==> config.mk <==
export PLATFORM = sky130hd
export DESIGN_NAME = sync_byte_rx
export DESIGN_NICKNAME = d
export VERILOG_FILES = /design/src/rtl/sbr_pkg.sv /design/src/rtl/sbr_sync.sv /design/src/rtl/sbr_edge.sv /design/src/rtl/sbr_assemble.sv /design/src/rtl/sync_byte_rx.sv
export SDC_FILE = /design/constraint.sdc
export NUM_CORES = 1
export LEC_CHECK = 0
export BUFFER_PORTS_ARGS = -buffer_cell sky130_fd_sc_hd__buf_2
export CAP_MARGIN = 20
export CELL_PAD_IN_SITES_DETAIL_PLACEMENT = 1
export CELL_PAD_IN_SITES_GLOBAL_PLACEMENT = 2
export CORE_ASPECT_RATIO = 1.4
export CORE_MARGIN = 3
export CORE_UTILIZATION = 31
export CTS_CLUSTER_DIAMETER = 80
export DETAILED_ROUTE_END_ITERATION = 12
export GPL_ROUTABILITY_DRIVEN = 1
export PLACE_DENSITY = 0.77
export SLEW_MARGIN = 40
export SYNTH_ARGS = -nofsm -noshare
export SYNTH_HDL_FRONTEND = slang
export SYNTH_SLANG_ARGS = --single-unit
==> constraint.sdc <==
create_clock -name clk -period 1.58 [get_ports clk]
set_input_delay 0.158 -clock clk [delete_from_list [all_inputs] [get_ports clk]]
set_output_delay 0.158 -clock clk [all_outputs]
set_load 0.02 [all_outputs]
==> src/rtl/sbr_pkg.sv <==
package sbr_pkg;
  // Position within the byte for the n-th received bit.
  function automatic int unsigned sbr_bit_pos(int unsigned nth, logic lsb_first,
                                              int unsigned width);
    return lsb_first ? nth : (width - 1 - nth);
  endfunction

  // Detect a sampling edge from two registered clock samples.
  function automatic logic sbr_is_sample(logic now_v, logic prev_v, logic fall_sel);
    return fall_sel ? (prev_v & ~now_v) : (now_v & ~prev_v);
  endfunction
endpackage

==> src/rtl/sbr_sync.sv <==
module sbr_sync #(
  parameter int W      = 3,
  parameter int STAGES = 2
) (
  input  logic         clk,
  input  logic         rst_n,
  input  logic [W-1:0] d_in,
  output logic [W-1:0] d_out
);
  for (genvar g = 0; g < W; g++) begin : g_bit
    logic [STAGES-1:0] chain;
    always_ff @(posedge clk) begin
      if (!rst_n) chain <= '0;
      else        chain <= {chain[STAGES-2:0], d_in[g]};
    end
    assign d_out[g] = chain[STAGES-1];
  end
endmodule

==> src/rtl/sbr_edge.sv <==
module sbr_edge
  import sbr_pkg::*;
(
  input  logic clk,
  input  logic rst_n,
  input  logic cfg_fall,
  input  logic sclk_s,
  input  logic strobe_s,
  output logic samp_evt,
  output logic strobe_rise
);
  logic sclk_q, strobe_q;

  always_ff @(posedge clk) begin
    if (!rst_n) begin
      sclk_q   <= 1'b0;
      strobe_q <= 1'b0;
    end else begin
      sclk_q   <= sclk_s;
      strobe_q <= strobe_s;
    end
  end

  assign samp_evt    = sbr_is_sample(sclk_s, sclk_q, cfg_fall);
  assign strobe_rise = strobe_s & ~strobe_q;
endmodule

==> src/rtl/sbr_assemble.sv <==
module sbr_assemble
  import sbr_pkg::*;
#(
  parameter int DATA_W = 8,
  localparam int CNT_W = $clog2(DATA_W)
) (
  input  logic              clk,
  input  logic              rst_n,
  input  logic              cfg_lsb_first,
  input  logic              cfg_passive,
  input  logic              samp_evt,
  input  logic              strobe_rise,
  input  logic              strobe_lvl,
  input  logic              dat_s,
  output logic [DATA_W-1:0] byte_out,
  output logic              byte_vld,
  output logic              frame_err,
  output logic [CNT_W-1:0]  bit_cnt,
  output logic              take_bit
);
  localparam logic [CNT_W-1:0] LAST = CNT_W'(DATA_W - 1);

  logic              active;
  logic [DATA_W-1:0] shreg, merged;
  logic              restart;
  logic [CNT_W-1:0]  eff_cnt, pos;

  assign restart  = cfg_passive & strobe_rise;
  assign eff_cnt  = restart ? '0 : bit_cnt;
  assign take_bit = samp_evt & (cfg_passive ? strobe_lvl : (active | strobe_lvl));
  assign pos      = CNT_W'(sbr_bit_pos(32'(eff_cnt), cfg_lsb_first, DATA_W));

  always_comb begin
    merged      = shreg;
    merged[pos] = dat_s;
  end

  always_ff @(posedge clk) begin
    if (!rst_n) begin
      active    <= 1'b0;
      shreg     <= '0;
      bit_cnt   <= '0;
      byte_out  <= '0;
      byte_vld  <= 1'b0;
      frame_err <= 1'b0;
    end else begin
      byte_vld  <= 1'b0;
      frame_err <= restart && (bit_cnt != '0);
      if (take_bit) begin
        shreg <= merged;
        if (eff_cnt == LAST) begin
          byte_out <= merged;
          byte_vld <= 1'b1;
          bit_cnt  <= '0;
          active   <= ~cfg_passive & strobe_lvl;
        end else begin
          bit_cnt <= eff_cnt + 1'b1;
          active  <= ~cfg_passive;
        end
      end else if (restart) begin
        bit_cnt <= '0;
      end
    end
  end
endmodule

==> src/rtl/sync_byte_rx.sv <==
module sync_byte_rx #(
  parameter int DATA_W      = 8,
  parameter int SYNC_STAGES = 2,
  localparam int CNT_W      = $clog2(DATA_W)
) (
  input  logic              clk,
  input  logic              rst_n,
  input  logic              ser_clk,
  input  logic              ser_dat,
  input  logic              ser_sync,
  input  logic              cfg_fall,
  input  logic              cfg_lsb_first,
  input  logic              cfg_passive,
  output logic [DATA_W-1:0] byte_out,
  output logic              byte_vld,
  output logic              frame_err
);
  logic [2:0]       sync_bus;
  logic             samp_evt, strobe_rise, take_bit;
  logic [CNT_W-1:0] bit_cnt;

  sbr_sync #(.W(3), .STAGES(SYNC_STAGES)) u_sync (
    .clk   (clk),
    .rst_n (rst_n),
    .d_in  ({ser_sync, ser_dat, ser_clk}),
    .d_out (sync_bus)
  );

  sbr_edge u_edge (
    .clk         (clk),
    .rst_n       (rst_n),
    .cfg_fall    (cfg_fall),
    .sclk_s      (sync_bus[0]),
    .strobe_s    (sync_bus[2]),
    .samp_evt    (samp_evt),
    .strobe_rise (strobe_rise)
  );

  sbr_assemble #(.DATA_W(DATA_W)) u_asm (
    .clk           (clk),
    .rst_n         (rst_n),
    .cfg_lsb_first (cfg_lsb_first),
    .cfg_passive   (cfg_passive),
    .samp_evt      (samp_evt),
    .strobe_rise   (strobe_rise),
    .strobe_lvl    (sync_bus[2]),
    .dat_s         (sync_bus[1]),
    .byte_out      (byte_out),
    .byte_vld      (byte_vld),
    .frame_err     (frame_err),
    .bit_cnt       (bit_cnt),
    .take_bit      (take_bit)
  );
endmodule

==> results of run 1 <==
what timing repair did:
item	4_1_cts	5_1_grt
resized for setup	2	7
setup buffers	0	2
pin swaps	0	1
setup endpoints to repair	1	10
hold buffers	0	0
power breakdown:
| part | internal (W) | switching (W) | total (W) |
|---|---|---|---|
| clock network | 0.000335 | 0.000264 | 0.000599 |
| logic | 0.0000284 | 0.0000324 | 0.0000608 |
| registers | 0.000764 | 0.00000874 | 0.000773 |
| total | 0.00113 | 0.000305 | 0.00143 |
area by class of cell:
class                   instances  share of cell area (%)
well taps                      60                    4.54
flip-flops and latches         30                    36.9
inverters                       1                   0.227
multi-input cells             106                    46.0
clock buffers                   6                    4.99
repair buffers                 22                    7.41
per-layer routing:
metal	wire length [microns]	GRT usage [%]
met1	1370	13.3
met4	53	5.42
met5	0	0
met2	1510	21.8
met3	115	3.84
cells by family after synthesis:
family / synth area share, %
compound gates: 20.2
xor+xnor: 0.629
fa+ha+maj: 1.80
buf+inv: 3.59
flops: 43.1
mux: 7.91
simple gates: 22.7
cell usage after synthesis, types with 2 or more instances:
cell type and n:
o22ai_1 4, nand2_1 11, nor2_1 3, o21ai_2 2
mux2i_1 11, dfxtp_1 30, clkbuf_1 5, and2_1 10
nand2b_1 4, a21boi_1 3, ha_1 2, buf_6 2
a21oi_2 4, nor2b_1 5, o21ai_0 7, a21oi_1 10
nor4bb_1 2, o21ai_1 8
registers in the layout, indices dropped and copies added (netlist names):
signal	flops
u_edge.sclk_q	1
u_asm.active	1
u_asm.frame_err	1
u_sync.g_bit.chain	6
u_asm.bit_cnt	3
u_asm.shreg	8
u_edge.strobe_q	1
u_asm.byte_out	8
u_asm.byte_vld	1
cells in the final DEF (no fill, tap or decap), types with 6 or more instances in the layout:
cell | netlist | final
mux2i_1 | 11 | 11
clkbuf_8 | 0 | 6
buf_2 | 1 | 17
o21ai_1 | 8 | 8
nand2_1 | 11 | 11
a21oi_1 | 10 | 10
and2_1 | 10 | 9
dfxtp_1 | 30 | 26
o21ai_0 | 7 | 7
worst max-delay path, delay by kind of cell, from the launching register on:
family | cells | cell delay, ns
and+or+nand+nor | 3 | 0.66
DFF | 1 | 0.37
muxes | 1 | 0.20
AOI/OAI and AO/OA | 1 | 0.14
stage by stage:
stage	TNS [ns]	util, %	power, W
final	0	38.7	0.00143
after global routing	-0.000967	38.7	0.00149
after CTS	0	38.1	0.00145
after detailed placement	-0.0000182	36.0	0.000853
after global placement	0	36.0	0.000850
after floorplan	0	-	0.000832
worst max path at each step:
| stage | start | end | depth (start not counted) |
|---|---|---|---|
| finish | u_sync.g_bit[2].chain[1] | u_asm.shreg[0] | 5 |
| global route | u_asm.active | u_asm.byte_out[4] | 5 |
| CTS | u_sync.g_bit[2].chain[1] | u_asm.active | 7 |
| detailed placement | u_asm.bit_cnt[0] | u_asm.byte_out[7] | 5 |
| global placement | u_asm.bit_cnt[0] | u_asm.byte_out[7] | 5 |
| floorplan | u_sync.g_bit[2].chain[1] | u_asm.byte_out[6] | 8 |
==> flow_metrics.tcl, run 1 <==
set metrics [dict create \
    avgSynthCellArea_sq_um 9.60 \
    slowest_stage "or3_4" \
    worst_slew_pin_slew_ns 0.471 \
    powerDensity_nw_per_um2 866 \
    arrival_ns 1.65 \
    multi_input_area_sq_um 761 \
    num_vias 1101 \
    dpl.cell_count 217 \
    antenna_found_initial 0 \
    endpoint_kind "flop" \
    r2r_slack_ns 0.09 \
    io_buffer_count 17 \
    r2r_end "u_asm.shreg[0]" \
    die_area_sq_um 5340 \
    timing.final.crit_share_pct 94.3 \
    cpPeakStageDelay_ns 0.39 \
    place_ws_ns -0.0000182 \
    r2r-start "u_sync.g_bit[2].chain[1]" \
    vias_per_cell 4.89 \
    netlist.area_leader.share_pct 43.1 \
    cts.sinks 30 \
    finalHoldViolCount 0 \
    synth-edff-count 0 \
    leakage_nw 0.708 \
    grt_use_total_pct 12.3 \
    die_h_microns 85.3 \
    synth_nets 155 \
    status "completed" \
    period_needed_ns 1.49 \
    path_clk_slew_ns 0.07 \
    drt_iter0_markers 22 \
    fin_skew_ns 0.00824 \
    h-tree-depth 2 \
    drv_slew 0 \
    maxCapViolations 0 \
    cts_tree "built" \
    yosys_warnings 0 \
    die_width_microns 62.6 \
    fmax_ghz 0.671 \
    final_layout_size_suffix_gt1_share_pct 30.9 \
    synthDistinctLibCells 40 \
    grt_max_degree 31 \
    num_rows 28 \
    grt_pass1_vias 1115 \
    hold_path_class "input port to flop" \
    placed_cell_area_sq_um 1540 \
    startpoint_type "flop" \
    dp_hpwl_microns 2130 \
    setup_slack_ns 0.0893 \
    grt.overflow.total 0 \
    setup_viol_count_final 0 \
    io_pins 18 \
    synth_flop_cell "dfxtp_1" \
    fin_nets 176 \
    fillCellCount 528 \
    syn_area_sq_um 1390 \
    wl_per_cell_microns 13.5 \
    synthToLayoutAreaGrowth_pct 18.9 \
    design_area_sq_um 1660 \
    synth.area.top_cells "dfxtp_1, mux2i_1, and2_1" \
    path_cells "and3b_4, or3_4, a21oi_2, mux2i_1, nor2b_1" \
    clock_latency_ns 0.28 \
    initial_core_util_pct 32.6 \
    async_reset_ff_share_pct 0 \
    hold_start "ser_dat" \
    hold_slack_ns 0.0904 \
    worst_ir_drop_vdd_mv 0.325 \
    seq_area_frac_synth_pct 43.1 \
    hold_depth 2 \
    numCtsBuffers 5 \
    critPathKind "flop to flop" \
    post_layout_nonfiller_instances 225 \
    clk_path_buf_depth 2 \
    final_antenna_net_count 0 \
    dr.pass1.iters 2 \
    required_ns 1.74 \
    synth_top_area_cell "dfxtp_1" \
    cp_max_fo 6 \
    core-area_sq_um 4270 \
    gp_congestion 0.747 \
    seqCellArea_sq_um 611 \
    min_to "u_sync.g_bit[1].chain[0]" \
    rr_worst_depth 5 \
    relSlewSlack_pct 68.6 \
    antennaDiodeCount 0 \
    grt_pass1_wl_microns 5170 \
    routed_wl_microns 3050 \
    synth_cells 145 \
    drc 0 \
    cts-root-buf "clkbuf_8" \
    synth_seq_cells 30 \
]
(Power assumes the default switching activity.)
==> run 2: changes to the inputs <==
- RECOVER_POWER: not set -> 25
- clock period: 1.58 -> 1.21 ns (I/O delays scaled with it)
==> flow_metrics.tcl, run 2 (synthesized netlist as in run 1, its figures left out) <==
set metrics [dict create \
    fmax_ghz 0.671 \
    fillCellCount 487 \
    drt_iter0_markers 22 \
    initial_core_util_pct 32.6 \
    clk_path_buf_depth 2 \
    routed_wl_microns 3950 \
    leakage_nw 0.829 \
    gp_congestion 0.741 \
    cts_tree "built" \
    die_width_microns 62.6 \
    multi_input_area_sq_um 946 \
    design_area_sq_um 2100 \
    drc 0 \
    antenna_found_initial 0 \
    numCtsBuffers 5 \
    relSlewSlack_pct 61.2 \
    period_needed_ns 1.49 \
    finalHoldViolCount 0 \
    layout_common_cells "dfxtp_1, buf_2, buf_4" \
    fin_nets 198 \
    io_pins 18 \
    drv_slew 0 \
    utilization_pct 49.1 \
    dp_hpwl_microns 2320 \
    num_vias 1236 \
    total_power_w 0.00212 \
    crit_family "simple AND/OR/NAND/NOR gates" \
    cts-root-buf "clkbuf_8" \
    io_buffer_count 17 \
    die_area_sq_um 5340 \
    grt_use_total_pct 15.7 \
    h-tree-depth 2 \
    arrival_ns 1.66 \
    maxCapViolations 0 \
    setup_viol_count_final 21 \
    synthToLayoutAreaGrowth_pct 50.7 \
    setup_slack_ns -0.280 \
    seqCellArea_sq_um 619 \
    grt.overflow.total 0 \
    core-area_sq_um 4270 \
    powerDensity_nw_per_um2 1010 \
    wl_per_cell_microns 15.8 \
    dr.pass1.iters 4 \
    violations "setup timing" \
    final_antenna_net_count 0 \
    hold_path_class "input port to flop" \
    startpoint_type "flop" \
    final_layout_size_suffix_gt1_share_pct 54.5 \
    timing.critical_path.buf_inv 0 \
    cp_max_fo 4 \
    placed_cell_area_sq_um 1650 \
    timing.final.crit_share_pct 123 \
    vias_per_cell 4.96 \
    cpPeakStageDelay_ns 0.39 \
    critPathKind "flop to flop" \
    worst_slew_pin_slew_ns 0.582 \
    grt_pass1_wl_microns 6490 \
    fin_skew_ns 0.00558 \
    endpoint_kind "flop" \
    clock_latency_ns 0.28 \
    num_rows 28 \
    slowest_stage "or3_4" \
    required_ns 1.38 \
    worst_ir_drop_vdd_mv 0.509 \
    die_h_microns 85.3 \
    cts.sinks 30 \
    status "complete, but fails checks" \
    rsz0062_at_grt "yes" \
    largestRegisters "u_asm.byte_out x8, u_asm.shreg x8, u_sync.g_bit.chain x6" \
    antennaDiodeCount 0 \
    path_clk_slew_ns 0.07 \
    layout_commonest_cell "dfxtp_1" \
    hold_slack_ns 0.0414 \
    postCtsHoldBufs 0 \
    path_cells "and3b_4, or3_4, a21oi_2, mux2i_1, nor2b_1" \
    grt_max_degree 31 \
    grt_pass1_vias 1346 \
]
==> run 2: power breakdown <==
group / switching [W] / leakage, nW / total, W / internal [W]
logic: 0.0000595 / 0.530 / 0.000121 / 0.0000615
registers: 0.0000120 / 0.248 / 0.00101 / 0.000994
clock network: 0.000375 / 0.0514 / 0.000989 / 0.000613
==> run 2: repair_timing <==
action / in CTS / in global routing
endpoints found under the setup margin: 21 / 21
setup buffers: 7 / 5
endpoints found under the hold margin: 0 / 0
pin swaps: 13 / 8
gates resized for setup: 46 / 12
cloned: 1 / 1
==> run 2: layout make-up <==
type                            instances  share of cell area [%]
Clock buffer                            6                    3.46
Clock inverter                          2                    1.79
Inverter                                1                   0.179
Multi-Input combinational cell        107                    45.1
Sequential cell                        30                    29.5
Tap cell                               60                    3.58
Timing Repair Buffer                   43                    16.4
==> run 2: stage by stage <==
stage | TNS (ns) | std cells | setup WS (ns)
2_1_floorplan | -1.89 | 145 | -0.250
5_1_grt | -4.95 | 249 | -0.332
6_report | -3.21 | 249 | -0.280
4_1_cts | -2.94 | 243 | -0.250
3_3_place_gp | -3.26 | 228 | -0.269
3_5_place_dp | -4.28 | 228 | -0.314
==> run 2: final timing paths <==
kind	start	end	slack (ns)	depth (start not counted)
worst min-delay path	ser_clk	u_sync.g_bit[0].chain[0]	0.04	2
worst max register to register	u_sync.g_bit[2].chain[1]	u_asm.shreg[0]	-0.28	5
worst min register to register	u_sync.g_bit[2].chain[0]	u_sync.g_bit[2].chain[1]	0.44	1
worst max-delay path	u_sync.g_bit[2].chain[1]	u_asm.shreg[0]	-0.28	5
==> run 2: per-layer routing <==
layer / GRT usage [%] / wire, microns / vias to the layer above / part of all wire (%)
met4: 7.23 / 74 / 0 / 1.9
met1: 16.6 / 1630 / 612 / 41
met2: 29.3 / 2150 / 15 / 55
li1: - / - / 603 / -
met5: 0 / 0 / - / 0
met3: 3.44 / 94 / 6 / 2.4
